==> config.mk <==
export PLATFORM = sky130hd
export DESIGN_NAME = char_display_port
export DESIGN_NICKNAME = d
export VERILOG_FILES = /design/src/rtl/char_display_port_pkg.sv /design/src/rtl/char_display_port_decode.sv /design/src/rtl/char_display_port_core.sv /design/src/rtl/char_display_port_rdmux.sv /design/src/rtl/char_display_port.sv
export SDC_FILE = /design/constraint.sdc
export NUM_CORES = 1
export LEC_CHECK = 0
export ABC_AREA = 1
export CELL_PAD_IN_SITES_DETAIL_PLACEMENT = 2
export CELL_PAD_IN_SITES_GLOBAL_PLACEMENT = 2
export CORE_MARGIN = 5
export CORE_UTILIZATION = 16
export CTS_CLUSTER_DIAMETER = 100
export CTS_CLUSTER_SIZE = 14
export DETAILED_ROUTE_END_ITERATION = 12
export HOLD_SLACK_MARGIN = 0.12
export PLACE_DENSITY_LB_ADDON = 0.1
export SETUP_SLACK_MARGIN = 0.5
export SLEW_MARGIN = 10
export SYNTH_ARGS = -nofsm -noshare
export SYNTH_HDL_FRONTEND = slang
export SYNTH_SLANG_ARGS = --single-unit
==> constraint.sdc <==
create_clock -name clk -period 1.9 [get_ports clk]
set_input_delay 0.19 -clock clk [delete_from_list [all_inputs] [get_ports clk]]
set_output_delay 0.19 -clock clk [all_outputs]
set_load 0.01 [all_outputs]
==> src/rtl/char_display_port_pkg.sv <==
package char_display_port_pkg;

    typedef enum logic [2:0] {
        ACC_NONE,
        ACC_STAT_WR,
        ACC_STAT_RD,
        ACC_DATA_WR,
        ACC_DATA_RD,
        ACC_OTHER
    } access_e;

endpackage

==> src/rtl/char_display_port_decode.sv <==
module char_display_port_decode
    import char_display_port_pkg::*;
#(
    parameter int          ADDR_W    = 16,
    parameter logic [15:0] STAT_ADDR = 16'hFE04,
    parameter logic [15:0] DATA_ADDR = 16'hFE06
) (
    input  logic              sel,
    input  logic              we,
    input  logic [ADDR_W-1:0] addr,
    output access_e           kind
);
    localparam logic [ADDR_W-1:0] STAT_A = ADDR_W'(STAT_ADDR);
    localparam logic [ADDR_W-1:0] DATA_A = ADDR_W'(DATA_ADDR);

    always_comb begin
        kind = ACC_NONE;
        if (sel) begin
            if (addr == STAT_A) begin
                kind = we ? ACC_STAT_WR : ACC_STAT_RD;
            end else if (addr == DATA_A) begin
                kind = we ? ACC_DATA_WR : ACC_DATA_RD;
            end else begin
                kind = ACC_OTHER;
            end
        end
    end
endmodule

==> src/rtl/char_display_port_core.sv <==
module char_display_port_core
    import char_display_port_pkg::*;
#(
    parameter int CHAR_W = 8
) (
    input  logic              clk,
    input  logic              rst_n,
    input  access_e           kind,
    input  logic              wr_ie,
    input  logic [CHAR_W-1:0] wr_chr,
    input  logic              done,
    output logic              rdy,
    output logic              ie,
    output logic [CHAR_W-1:0] chr,
    output logic              start
);
    typedef struct packed {
        logic              rdy;
        logic              ie;
        logic [CHAR_W-1:0] chr;
        logic              start;
    } state_t;

    state_t st_d, st_q;

    always_comb begin
        st_d       = st_q;
        st_d.start = 1'b0;
        case (kind)
            ACC_DATA_WR: begin
                if (st_q.rdy) begin
                    st_d.chr   = wr_chr;
                    st_d.rdy   = 1'b0;
                    st_d.start = 1'b1;
                end
            end
            ACC_STAT_WR: st_d.ie = wr_ie;
            default: ;
        endcase
        if (done && !st_q.rdy) begin
            st_d.rdy = 1'b1;
        end
    end

    always_ff @(posedge clk) begin
        if (!rst_n) begin
            st_q.rdy   <= 1'b1;
            st_q.ie    <= 1'b0;
            st_q.chr   <= '0;
            st_q.start <= 1'b0;
        end else begin
            st_q <= st_d;
        end
    end

    assign rdy   = st_q.rdy;
    assign ie    = st_q.ie;
    assign chr   = st_q.chr;
    assign start = st_q.start;
endmodule

==> src/rtl/char_display_port_rdmux.sv <==
module char_display_port_rdmux
    import char_display_port_pkg::*;
#(
    parameter int DATA_W  = 16,
    parameter int CHAR_W  = 8,
    parameter int RDY_BIT = 15,
    parameter int IE_BIT  = 14
) (
    input  access_e           kind,
    input  logic              rdy,
    input  logic              ie,
    input  logic [CHAR_W-1:0] chr,
    output logic [DATA_W-1:0] rdata
);
    always_comb begin
        rdata = '0;
        case (kind)
            ACC_STAT_RD: begin
                rdata[RDY_BIT] = rdy;
                rdata[IE_BIT]  = ie;
            end
            ACC_DATA_RD: rdata[CHAR_W-1:0] = chr;
            default: ;
        endcase
    end
endmodule

==> src/rtl/char_display_port.sv <==
module char_display_port
    import char_display_port_pkg::*;
#(
    parameter int          ADDR_W    = 16,
    parameter int          DATA_W    = 16,
    parameter int          CHAR_W    = 8,
    parameter int          RDY_BIT   = 15,
    parameter int          IE_BIT    = 14,
    parameter logic [15:0] STAT_ADDR = 16'hFE04,
    parameter logic [15:0] DATA_ADDR = 16'hFE06
) (
    input  logic              clk,
    input  logic              rst_n,
    input  logic              bus_sel,
    input  logic              bus_we,
    input  logic [ADDR_W-1:0] bus_addr,
    input  logic [DATA_W-1:0] bus_wdata,
    output logic [DATA_W-1:0] bus_rdata,
    output logic              disp_start,
    output logic [CHAR_W-1:0] disp_char,
    input  logic              disp_done,
    output logic              irq
);
    access_e           kind;
    logic              rdy_w;
    logic              ie_w;
    logic [CHAR_W-1:0] chr_w;
    logic              wdata_unused;

    assign wdata_unused = ^bus_wdata;

    char_display_port_decode #(
        .ADDR_W(ADDR_W), .STAT_ADDR(STAT_ADDR), .DATA_ADDR(DATA_ADDR)
    ) dec_i (
        .sel(bus_sel), .we(bus_we), .addr(bus_addr), .kind(kind)
    );

    char_display_port_core #(.CHAR_W(CHAR_W)) core_i (
        .clk(clk), .rst_n(rst_n), .kind(kind),
        .wr_ie(bus_wdata[IE_BIT]), .wr_chr(bus_wdata[CHAR_W-1:0]),
        .done(disp_done), .rdy(rdy_w), .ie(ie_w), .chr(chr_w),
        .start(disp_start)
    );

    char_display_port_rdmux #(
        .DATA_W(DATA_W), .CHAR_W(CHAR_W), .RDY_BIT(RDY_BIT), .IE_BIT(IE_BIT)
    ) rd_i (
        .kind(kind), .rdy(rdy_w), .ie(ie_w), .chr(chr_w), .rdata(bus_rdata)
    );

    assign disp_char = chr_w;
    assign irq       = rdy_w & ie_w;
endmodule

==> out/metrics.cfg <==
[status]
status = finished clean

[timing]
tns_ns = 0
finalHoldViolCount = 0
rsz0062_at_grt = no
final_period_minus_worst_setup_slack_ns = 1.35
fin_ws_ns = 0.552
final_max_slew_viol_count = 0
setup_violations = 0
finalCritPeriodShare_pct = 71.0
max_freq_mhz = 742
finalClockSkew_ns = 0.000926
whs_ns = 0.538

[pwr]
switching_power_uw = 137
power_uw = 564
internal_power_uw = 427
p_clk_share_pct = 42.8
seq_power_share_pct = 40.9
ir_worst_vdd_mv = 0.159
switching_share_pct = 24.2
comb_power_share_pct = 16.3
p_per_area_nw_per_um2 = 398
cellLeakagePower_nw = 0.685

[cells_and_area]
layout.nets = 216
final_cell_area_um2 = 1420
fillers = 555
multi_input_area_um2 = 484
post-route-util_pct = 30.0
ff_latch_area_um2 = 220
drive_gt1_share_pct = 45.5
final_cells = 245
syn2layout_area_growth_pct = 81.4
diodes = 0

[synthesis]
synth_top_area_share_pct = 28.2
seq_area_frac_synth_pct = 28.2
syn_area_um2 = 782
ys_top_cells_by_count = 23 x nand2_1, 22 x inv_1, 22 x nor2_1
ys_ff_latch = 11
synth_edf_count = 0
synth_area_leaders = dfxtp_1 28%, nand2_1 11%, inv_1 11%
async_reset_ff_share_pct = 0
yosysUniqueCellTypes = 17
syn_avg_cell_area_um2 = 6.86
syn_inst = 114
yosys_warnings = 0
yosys.area.top_type = dfxtp_1
synthFlopType = dfxtp_1
synth_most_common_cell = nand2_1

[placed_design]
dp_hpwl_mm = 2.42
place.gp.congestion = 0.677
dp_slack_ns = -0.186
dpl_cell_area_um2 = 1370
portBuffers = 49
dp_cells = 235

[setup_path]
max_stage_delay_ns = 0.18
critical-path-top-delay-family = buffers and inverters
criticalPathCategory = in2out
end_kind = output pin
cp_slowest_cell = buf_6
cp_num_buf_inv = 4
crit_arrival_ns = 1.16
cp_max_fo = 8
crit_chain = clkdlybuf4s15_1 > inv_2 > nand4_4 > nor2_4 > nand4_1 > buf_6 > nor2_2 > buf_2
start_kind = primary input
cp.required_ns = 1.71

[clock_tree]
hold_buffers = 0
insertion_delay_ns = 0.24
cts_max_path_buffers = 2
cts.sinks = 11
path_clk_slew_ns = 0.05
h-tree-depth = 1
cts_tree = yes
numCtsBuffers = 3
root_buffer = clkbuf_8

[grt]
grt_max_degree = 18
grt-ovfl-total = 0
grt_pass1_wl_mm = 4.74
antenna_found_initial = 0
grt_usage_pct = 9.67
grt_pass1_vias = 1061

[die]
die-area_um2 = 6390
die_y_um = 79.9
start_util_pct = 16.6
die_w_um = 79.9
core_area_um2 = 4720
io_pins = 63
rows = 25

[drt]
vias_per_cell = 3.73
drt_wl_total_mm = 2.93
wl_per_cell_um = 12.0
first_iter_violations = 18
via_count = 914
drc_errors = 0
dr.pass1.iters = 2
antenna_left = 0

[hold_path]
min_path_type = in2reg

[job]
drv_cap = 0

[flip-flops by register name (all words and copies together), names as in the netlist]
register	count
core_i.rdy	1
core_i.ie	1
core_i.chr	8
core_i.start	1
[power groups by stage]
stage	clock, mW	sequential, mW	combinational (mW)
floorplan	0	0.236	0.0382
detailed placement	0	0.236	0.102
global placement	0	0.236	0.0990
finish	0.241	0.231	0.0919
global route	0.273	0.231	0.101
CTS	0.256	0.231	0.0949
[routing by layer]
metal | track usage, % | wire length [µm] | up-vias
met5 | 0 | 0 | -
met4 | 2.03 | 15 | 0
met3 | 3.84 | 193 | 2
met2 | 18.5 | 1660 | 30
met1 | 9.75 | 1060 | 435
li1 | - | - | 447
[area by class of cell]
cell class / count / area share (%)
Multi-Input combinational cell: 78 / 34.1
Timing Repair Buffer: 63 / 35.4
Inverter: 22 / 5.82
Tap cell: 67 / 5.91
Sequential cell: 11 / 15.5
Clock buffer: 4 / 3.17
[layout by cell type, fill, tap and decap left out, drive strengths merged]
cell / n
buf: 25
dfxtp: 11
nand3: 1
nand4: 6
inv: 22
clkdlybuf4s15: 3
nand2: 26
clkdlybuf4s50: 20
nor3: 1
conb: 6
clkbuf: 16
nor2: 38
dlygate4sd2: 3
[timing repair]
item                       4_1_cts  5_1_grt
setup buffers                    4        2
gates resized for setup         77       38
cloned                           0        0
pin swaps                       15       14
setup endpoints to repair       20       10
[final timing paths]
check / startpoint / to / slack, ns / cells after the start
min: bus_wdata[14] / core_i.ie / 0.54 / 3
min reg2reg: core_i.rdy / core_i.rdy / 0.54 / 2
max: bus_addr[8] / bus_rdata[0] / 0.55 / 8
max reg2reg: core_i.rdy / core_i.chr[1] / 0.74 / 7
[kinds of logic after synthesis]
| group | count (synthesis) | share of synthesized area, % |
|---|---|---|
| buffers and inverters | 30 | 20.0 |
| flip-flops | 11 | 28.2 |
| other | 1 | 0.480 |
| AND/OR/NAND/NOR | 72 | 51.4 |
[worst reg2reg max path, stage by stage (launching register included)]
cell     delay, ns
dfxtp_1       0.36
inv_1         0.08
nor2_2        0.15
nand4_4       0.12
buf_12        0.17
nand2_1       0.07
nand2_1       0.05
nor2_1        0.10
Note: power is estimated with default switching activity, not from simulation.
